$ cat config.mk
export PLATFORM = sky130hd
export DESIGN_NAME = bomRx
export DESIGN_NICKNAME = d
export VERILOG_FILES = /design/src/rtl/bomRxPkg.sv /design/src/rtl/bomRxDatapath.sv /design/src/rtl/bomRxControl.sv /design/src/rtl/bomRx.sv
export SDC_FILE = /design/constraint.sdc
export NUM_CORES = 1
export LEC_CHECK = 0
export BUFFER_PORTS_ARGS = -buffer_cell sky130_fd_sc_hd__buf_4
export CAP_MARGIN = 20
export CORE_MARGIN = 5
export CORE_UTILIZATION = 45
export DETAILED_ROUTE_END_ITERATION = 8
export PLACE_DENSITY = 0.67
export SYNTH_ARGS = -nofsm -noshare
export SYNTH_HDL_FRONTEND = slang
export SYNTH_SLANG_ARGS = --single-unit
$ cat constraint.sdc
create_clock -name clk -period 1.7 [get_ports clk]
set_clock_uncertainty 0.2 [all_clocks]
set_input_delay 0 -clock clk [delete_from_list [all_inputs] [get_ports clk]]
set_output_delay 0 -clock clk [all_outputs]
set_load 0.01 [all_outputs]
$ cat src/rtl/bomRxPkg.sv
package bomRxPkg;
  // strobes from control to datapath
  typedef struct packed {
    logic winShift;   // advance the eight-bit history window
    logic byteShift;  // advance the message byte being collected
    logic byteStore;  // latch the completed byte into the output register
  } dpStrobe_t;
endpackage

$ cat src/rtl/bomRxDatapath.sv
module bomRxDatapath
  import bomRxPkg::*;
#(
  parameter int BYTE_W = 8
) (
  input  logic              clk,
  input  logic              rstN,
  input  logic              dlBit,
  input  dpStrobe_t         strobe,
  output logic              winAllOnes,
  output logic              winFlag,
  output logic              byteOk,
  output logic [BYTE_W-1:0] wrData
);
  localparam logic [BYTE_W-1:0] FLAG = {1'b0, {(BYTE_W-2){1'b1}}, 1'b0};

  logic [BYTE_W-2:0] win;
  logic [BYTE_W-1:0] winNext;
  logic [BYTE_W-2:0] byteSr;
  logic [BYTE_W-1:0] byteNext;

  // window: oldest bit at the top, incoming bit at bit 0
  assign winNext    = {win, dlBit};
  assign winAllOnes = &winNext;
  assign winFlag    = (winNext == FLAG);

  // byte: incoming bit enters at the top, so the first bit ends at bit 0
  assign byteNext = {dlBit, byteSr};
  assign byteOk   = !byteNext[0] && !byteNext[BYTE_W-1];

  always_ff @(posedge clk or negedge rstN) begin
    if (!rstN) begin
      win    <= '0;
      byteSr <= '0;
      wrData <= '0;
    end else begin
      if (strobe.winShift)  win    <= winNext[BYTE_W-2:0];
      if (strobe.byteShift) byteSr <= byteNext[BYTE_W-1:1];
      if (strobe.byteStore) wrData <= byteNext;
    end
  end
endmodule

$ cat src/rtl/bomRxControl.sv
module bomRxControl
  import bomRxPkg::*;
#(
  parameter int BYTE_W  = 8,
  parameter int WD_BITS = 32
) (
  input  logic      clk,
  input  logic      rstN,
  input  logic      dlValid,
  input  logic      hdlcEn,
  input  logic      bomEn,
  input  logic      winAllOnes,
  input  logic      winFlag,
  input  logic      byteOk,
  output dpStrobe_t strobe,
  output logic      bomMode,
  output logic      wrValid,
  output logic      syncLossIrq
);
  localparam int CNTW = $clog2(BYTE_W);
  localparam int WDW  = $clog2(WD_BITS);
  localparam logic [CNTW-1:0] BIT_LAST = CNTW'(BYTE_W - 1);
  localparam logic [WDW-1:0]  WD_LAST  = WDW'(WD_BITS - 1);

  logic            collecting;
  logic [CNTW-1:0] bitCnt;
  logic [WDW-1:0]  wdCnt;
  logic            entering, activeBom, completing, exitFlag;

  always_comb begin
    entering   = dlValid && bomEn && !bomMode && winAllOnes;
    activeBom  = bomEn && (bomMode || entering);
    completing = dlValid && bomEn && collecting && (bitCnt == BIT_LAST);
    exitFlag   = dlValid && bomEn && bomMode && hdlcEn && winFlag;
    strobe.winShift  = dlValid;
    strobe.byteShift = dlValid && collecting;
    strobe.byteStore = completing && byteOk;
  end

  always_ff @(posedge clk or negedge rstN) begin
    if (!rstN) begin
      bomMode     <= 1'b0;
      collecting  <= 1'b0;
      bitCnt      <= '0;
      wdCnt       <= '0;
      wrValid     <= 1'b0;
      syncLossIrq <= 1'b0;
    end else if (!bomEn) begin
      bomMode     <= 1'b0;
      collecting  <= 1'b0;
      bitCnt      <= '0;
      wdCnt       <= '0;
      wrValid     <= 1'b0;
      syncLossIrq <= 1'b0;
    end else begin
      wrValid     <= completing && byteOk;
      syncLossIrq <= 1'b0;
      if (dlValid) begin
        if (entering)      bomMode <= 1'b1;
        else if (exitFlag) bomMode <= 1'b0;

        if (exitFlag || !activeBom) begin
          collecting <= 1'b0;
          bitCnt     <= '0;
        end else if (collecting && !completing) begin
          bitCnt <= bitCnt + 1'b1;
        end else begin
          collecting <= winAllOnes;
          bitCnt     <= '0;
        end

        if (!bomMode || exitFlag || winAllOnes) begin
          wdCnt <= '0;
        end else if (wdCnt == WD_LAST) begin
          wdCnt       <= '0;
          syncLossIrq <= 1'b1;
        end else begin
          wdCnt <= wdCnt + 1'b1;
        end
      end
    end
  end
endmodule

$ cat src/rtl/bomRx.sv
module bomRx
  import bomRxPkg::*;
#(
  parameter int BYTE_W  = 8,
  parameter int WD_BITS = 32
) (
  input  logic              clk,
  input  logic              rstN,
  input  logic              dlBit,
  input  logic              dlValid,
  input  logic              hdlcEn,
  input  logic              bomEn,
  output logic              bomMode,
  output logic              hdlcValid,
  output logic [BYTE_W-1:0] wrData,
  output logic              wrValid,
  output logic              syncLossIrq
);
  dpStrobe_t strobe;
  logic winAllOnes, winFlag, byteOk;

  // bits go to the HDLC receiver in both modes
  assign hdlcValid = dlValid && hdlcEn;

  bomRxControl #(.BYTE_W(BYTE_W), .WD_BITS(WD_BITS)) uCtrl (
    .clk(clk), .rstN(rstN), .dlValid(dlValid), .hdlcEn(hdlcEn), .bomEn(bomEn),
    .winAllOnes(winAllOnes), .winFlag(winFlag), .byteOk(byteOk),
    .strobe(strobe), .bomMode(bomMode), .wrValid(wrValid), .syncLossIrq(syncLossIrq)
  );

  bomRxDatapath #(.BYTE_W(BYTE_W)) uDp (
    .clk(clk), .rstN(rstN), .dlBit(dlBit), .strobe(strobe),
    .winAllOnes(winAllOnes), .winFlag(winFlag), .byteOk(byteOk), .wrData(wrData)
  );
endmodule

==> results of run 1 <==
-- state kept, by name (all words and copies together) (netlist names) --
signal	count
uDp.wrData	8
uCtrl.syncLossIrq	1
uCtrl.collecting	1
uCtrl.wdCnt	5
uCtrl.bitCnt	3
uDp.win	7
uCtrl.wrValid	1
uDp.byteSr	7
uCtrl.bomMode	1
-- stage by stage --
stage | cell area (sq um) | worst slack, ns | total power, mW
2_1_floorplan | 1480 | -0.0241 | 0.974
3_3_place_gp | 1780 | -0.0651 | 1.07
3_5_place_dp | 1780 | -0.0989 | 1.08
4_1_cts | 1980 | -0.0888 | 1.54
5_1_grt | 1990 | -0.168 | 1.61
6_report | 1990 | -0.100 | 1.52
-- critical path, stage by stage (launching register included) --
cell and delay, ns:
dfrtp_1 0.41, ha_2 0.20, and3_4 0.18, ha_4 0.15
nand4b_1 0.19, nor4_1 0.28, a211o_1 0.14
-- final timing paths --
path | to | from | slack, ns
setup / recovery | uCtrl.wdCnt[3]$_DFFE_PN0P_ | uCtrl.wdCnt[0]$_DFFE_PN0P_ | -0.10
hold / removal | uDp.wrData[6]$_DFFE_PN0N_ | dlBit | 0.02
setup reg to reg | uCtrl.wdCnt[3]$_DFFE_PN0P_ | uCtrl.wdCnt[0]$_DFFE_PN0P_ | -0.10
hold reg to reg | uDp.wrData[0]$_DFFE_PN0N_ | uDp.wrData[0]$_DFFE_PN0N_ | 0.30
max in group asynchronous | uDp.wrData[3]$_DFFE_PN0N_ | rstN | 0.51
min in group asynchronous | uCtrl.wdCnt[4]$_DFFE_PN0P_ | rstN | 0.47
-- routing by layer --
metal | wire, um | up-vias
met4 | 35 | 0
met5 | 0 | -
met2 | 1480 | 30
li1 | - | 499
met3 | 131 | 5
met1 | 1350 | 515
-- power by group through the flow --
stage	clock network [mW]	registers (mW)	logic, mW
global route	0.498	0.880	0.230
floorplan	0	0.891	0.0836
global placement	0	0.889	0.182
detailed placement	0	0.893	0.190
finish	0.435	0.875	0.212
CTS	0.453	0.875	0.212
-- cells by family (layout without fill, tap and decap cells) --
group,count (synthesis),in the layout,synth area share [%]
mux,20,20,15.3
compound gates,15,15,9.61
simple gates,31,31,12.8
fa+ha+maj,4,4,3.40
buf+inv,4,53,1.02
flops,34,34,57.8
-- final cells by class --
class                           instances  area, sq um
Fill cell                             260         1110
Tap cell                               44         55.1
Sequential cell                        34          851
Timing Repair Buffer                   45          359
Inverter                                2         7.51
Multi-Input combinational cell         70          671
Clock buffer                            6         51.3
-- layout by cell type, fill, tap and decap left out, drive strengths merged, types with 2 or more instances in the layout --
cell	n
a211o	2
a211oi	2
a22o	2
a32o	2
and2	5
and3	2
buf	38
clkbuf	6
dfrtp	34
dlygate4sd3	7
ha	4
inv	2
mux2	20
nand2	6
nand2b	2
nand3	2
nand4	2
nand4b	2
nor3	2
nor3b	3
nor4	2
o31ai	2
-- repair_timing --
action / CTS / global route
endpoints found under the setup margin: 14 / 15
endpoints found under the hold margin: 46 / 0
setup buffers: 5 / 0
pin swaps: 8 / 1
resized for setup: 8 / 4
hold buffers: 7 / 0
==> summary.md, run 1 <==
| Metric | Value |
|---|---|
| Fmax | around 560 MHz |
| Post-DP HPWL | 2010 um |
| Maxcap violations | 0 |
| Routability congestion estimate from global placement | 0.749 |
| CP Class | register to register |
| Clk buf depth | 2 |
| Fin. Hold Viols | 0 |
| Die height | approximately 67 um |
| Yosys top cell by area | dfrtp_1 |
| Setup TNS Final | -0.622 ns |
| Critical Path Start Type | register |
| Starting Density | between 40% and 50% |
| Worst-Skew Late Latency | 0.33 ns |
| H-tree depth | 2 |
| Met2 GRT Util | 26.4% |
| Most numerous cell in the Yosys netlist | dfrtp_1 |
| Worst Max-Slew Pin Slew | 0.623 ns |
| DR iter-0 viols | 46 |
| Mapped Cells | roughly 110 |
| Status | finished, violations left |
| Pint | between 1 and 1.5 mW |
| Worst setup margin | -0.100 ns |
| Net Count, Synth | 118 |
| Clk sinks | 34 |
| Syn_area_per_cell | approximately 14 sq um |
| Vias/cell | 5.22 |
| First-pass GRT wire length | 5260 um |
| Commonest cells post-synth | 34 x dfrtp_1, 20 x mux2_2, 5 x nand2_1, 4 x and2_1, 4 x ha_1 |
| Failing checks | negative setup slack |
| Antenna-violating nets left | 0 |
| Pleak | 0.995 nW |
| Reg power frac | 57.5% |
| Largest net degree at the start of global routing | 35 |
| EDFF count, synth | 0 |
| Switching power | 0.375 mW |
| Hold path cells | 5 |
| Flop and latch count out of synthesis | 34 |
| Distinct cell type count after synthesis | 31 |
| Core Rows | 20 |
| Dpl cells | 184 |
| Global-route layer with the greatest usage | met2 |
| Final Cycle Share | 106% |
| Hold Crit Class | input pin to register |
| I/O Pins | 18 |
| Vias | about 1.0k |
| CP endpoint kind | register |
| Reg2reg path depth | 6 |
| Layout Area Growth over Synthesis | 35.5% |
| Worst EP required | 1.78 ns |
| Final design utilization | 64.3% |
| Pre-antenna DRT Iters | 4 |
| Layout Cells excl Fill | 201 |
| Met3 usage | 4.49% |
| Arr. time, crit path | 1.88 ns |
| Yosys Warn Count | 0 |
| Slew Limit Fails | 0 |
| # setup viols final | 8 |
| Post-route minimum period | 1.80 ns |
| Peak supply drop | roughly 0.46 mV |
| Async set or reset register ratio after synthesis | 100% |
| Clock power frac | 28.6% |
| Wire per inst | 14.9 um |
| Total GRT Usage | ~16% |
| Post-Route WL | 2990 um |
| Share of layout cells above drive strength 1 | between 50% and 60% |
| Core ar. | between 3000 and 4000 sq um |
| RSZ-0062 raised after global routing | true |
| Initial antenna violation count | 0 |
| Grt met1 use | 19.1% |
| Sequential fraction of the synthesis area | ~58% |
| Switching power share of the total | 24.7% |
| PwrDens | 763 nW/um^2 |
| Max-Slew Margin vs Limit | 58.4% |
| Clk slew on worst S/H paths | about 0.10 ns |
| Top cells by area, synth | dfrtp_1 58%, mux2_2 15%, ha_1 3.4%, and2_1 1.7%, nor3b_1 1.5% |
| Hold Slack | 0.0157 ns |
| # nets final | 168 |
| CTS buffer count | 5 |
| Critical Path Fanout Max | 2 |
| TritonCTS clock tree | built |
| Mapped cell area | 1470 sq um |
| DRC Markers | 0 |
| Die ar. | 4510 sq um |
| Post-synth top flop | dfrtp_1 |
| Port buffer count | 17 |
| Number of global-route vias before repair | 1164 |
| Combinational Power Share | between 10% and 20% |
| GRT overflow | 0 |
| Die Wd | 67.2 um |
| Ant. Diodes | 0 |
| Top cell type's share of synthesized area | 57.8% |
| CTS root buf | clkbuf_4 |
(Power assumes the default switching activity.)
==> inputs of run 2 (changes only) <==
- MAX_ROUTING_LAYER: default -> met4
==> summary.md, run 2 (synthesized netlist as in run 1, its figures left out) <==
| Metric | Value |
|---|---|
| H-tree depth | 2 (unchanged) |
| Largest net degree at the start of global routing | 35 (unchanged) |
| I/O Pins | 18 (unchanged) |
| Vias | 1054 (+0.48%) |
| Layout Area Growth over Synthesis | 35.5% (unchanged) |
| Worst EP required | 1.78 ns (about the same) |
| Final design utilization | 64.3% (unchanged) |
| Most frequent cells in the layout | 37 x buf_4, 34 x dfrtp_1, 19 x mux2_2 |
| Largest Register | uDp.wrData |
| Number of global-route vias before repair | 1165 (+0.086%) |
| # setup viols final | 8 (unchanged) |
| Pre-antenna DRT Iters | 4 (unchanged) |
| Total GRT Usage | 16.2% (+0.56 points) |
| Share of layout cells above drive strength 1 | 52.9% (unchanged) |
| DR WL met2 | 1490 um (+0.75%) |
| Wire per inst | 14.9 um (unchanged) |
| Initial antenna violation count | 0 (unchanged) |
| Worst-Skew Late Latency | 0.33 ns (about the same) |
| Max reg flops | 8 (unchanged) |
| Post-route minimum period | 1.80 ns (-0.0000990 ns) |
| Fmax | 556 MHz (about the same) |
| Post-DP HPWL | 2010 um (unchanged) |
| Maxcap violations | 0 (unchanged) |
| Most common cell after layout, fill and taps aside | buf_4 |
| WL met3 | 133 um (+1.5%) |
| GRT overflow | 0 (unchanged) |
| Peak supply drop | 0.458 mV (-0.11%) |
| CP endpoint kind | register |
| Critical Path Start Type | register |
| Status | finished, violations left |
| Critical Path Fanout Max | 2 (unchanged) |
| Failing checks | negative setup slack |
| # nets final | 168 (unchanged) |
| Pleak | 0.995 nW (unchanged) |
| Worst Max-Slew Pin Slew | 0.616 ns (-0.00699 ns) |
| Clk slew on worst S/H paths | 0.10 ns (about the same) |
| Clk sinks | 34 (unchanged) |
| First-pass GRT wire length | 5250 um (-0.13%) |
| Die height | 67.2 um (unchanged) |
| PwrDens | 762 nW/um^2 (-0.15%) |
| Antenna-violating nets left | 0 (unchanged) |
| TritonCTS clock tree | built |
| Vias/cell | 5.24 (+0.48%) |
| Worst setup margin | -0.100 ns (+0.0000990 ns) |
| Core Rows | 20 (unchanged) |
| Top flop regs | uDp.wrData (8), uDp.byteSr (7), uDp.win (7) |
| CP Class | register to register |
| Post-Route WL | 2990 um (unchanged) |
| DRC Markers | 0 (unchanged) |
| Fin. Hold Viols | 0 (unchanged) |
| Die ar. | 4510 sq um (unchanged) |
| Max-Slew Margin vs Limit | 58.8% (+0.47 points) |
| Internal reg-to-reg setup slack | -0.10 ns (about the same) |
| CTS root buf | clkbuf_4 |
| Starting Density | 47.4% (unchanged) |
| Clk buf depth | 2 (unchanged) |
| DR iter-0 viols | 47 (+2.2%) |
| Met1 wire length | 1340 um (-0.22%) |
| Routability congestion estimate from global placement | 0.758 (+1.3%) |
| Final Cycle Share | 106% (about the same) |
| Hold Slack | 0.0200 ns (+0.00432 ns) |
| Highest Signal Layer | met4 |
| CTS buffer count | 5 (unchanged) |
| Die Wd | 67.2 um (unchanged) |
| Core ar. | 3100 sq um (unchanged) |
| Slew Limit Fails | 0 (unchanged) |
| Ant. Diodes | 0 (unchanged) |
| Hold Crit Class | input pin to register |
| Arr. time, crit path | 1.88 ns (about the same) |
| Fill cell count | 260 (unchanged) |
| Port buffer count | 17 (unchanged) |
| RSZ-0062 raised after global routing | true |
| Total power draw | 1.52 mW (-0.15%) |
## run 2: cell counts in the layout (fill, tap and decap cells not counted)
Identical to the previous run, type by type.
## run 2: worst paths after layout
| kind | start | endpoint | cells past startpoint |
|---|---|---|---|
| setup / recovery | uCtrl.wdCnt[0]$_DFFE_PN0P_ | uCtrl.wdCnt[3]$_DFFE_PN0P_ | 6 |
| max in group asynchronous | rstN | uDp.wrData[3]$_DFFE_PN0N_ | 3 |
| hold reg to reg | uDp.wrData[0]$_DFFE_PN0N_ | uDp.wrData[0]$_DFFE_PN0N_ | 1 |
| setup reg to reg | uCtrl.wdCnt[0]$_DFFE_PN0P_ | uCtrl.wdCnt[3]$_DFFE_PN0P_ | 6 |
| min in group asynchronous | rstN | uCtrl.bomMode$_DFFE_PN0P_ | 3 |
| hold / removal | dlBit | uDp.wrData[6]$_DFFE_PN0N_ | 5 |
## run 2: power by group
group	switching, mW	internal [mW]
Clock	0.247	0.186
Sequential	0.0250	0.850
Combinational	0.101	0.110
Total	0.373	1.15
## run 2: repair_timing
item,4_1_cts,5_1_grt
endpoints found under the hold margin,46,0
gates cloned,0,0
resized for setup,8,4
pin swaps,8,1
hold buffers,7,0
endpoints found under the setup margin,14,15
buffers inserted,5,0
## run 2: area by class of cell
cell class,instances,area (sq um),share of cell area (%)
repair buffers,45,359,18.0
multi-input cells,70,671,33.6
flip-flops and latches,34,851,42.7
inverters,2,7.51,0.376
clock buffers,6,51.3,2.57
well taps,44,55.1,2.76
## run 2: per-stage QoR
step | instances | setup slack [ns] | TNS (ns) | cell area, sq um
2_1_floorplan | 108 | -0.0241 | -0.0592 | 1480
3_3_place_gp | 184 | -0.0651 | -0.296 | 1780
3_5_place_dp | 184 | -0.0989 | -0.564 | 1780
4_1_cts | 201 | -0.0888 | -0.575 | 1980
5_1_grt | 201 | -0.168 | -1.24 | 1990
6_report | 201 | -0.100 | -0.626 | 1990
## run 2: routing by layer
layer | track usage [%] | vias up
li1 | - | 500
met1 | 19.1 | 522
met2 | 26.4 | 27
met3 | 4.99 | 5
met4 | 5.32 | 0
met5 | - | -
## run 2: worst max-delay path, stage by stage, from the launching register on
cell and delay [ns]:
dfrtp_1 0.41, ha_2 0.20, and3_4 0.18, ha_4 0.15
nand4b_1 0.19, nor4_1 0.28, a211o_1 0.14
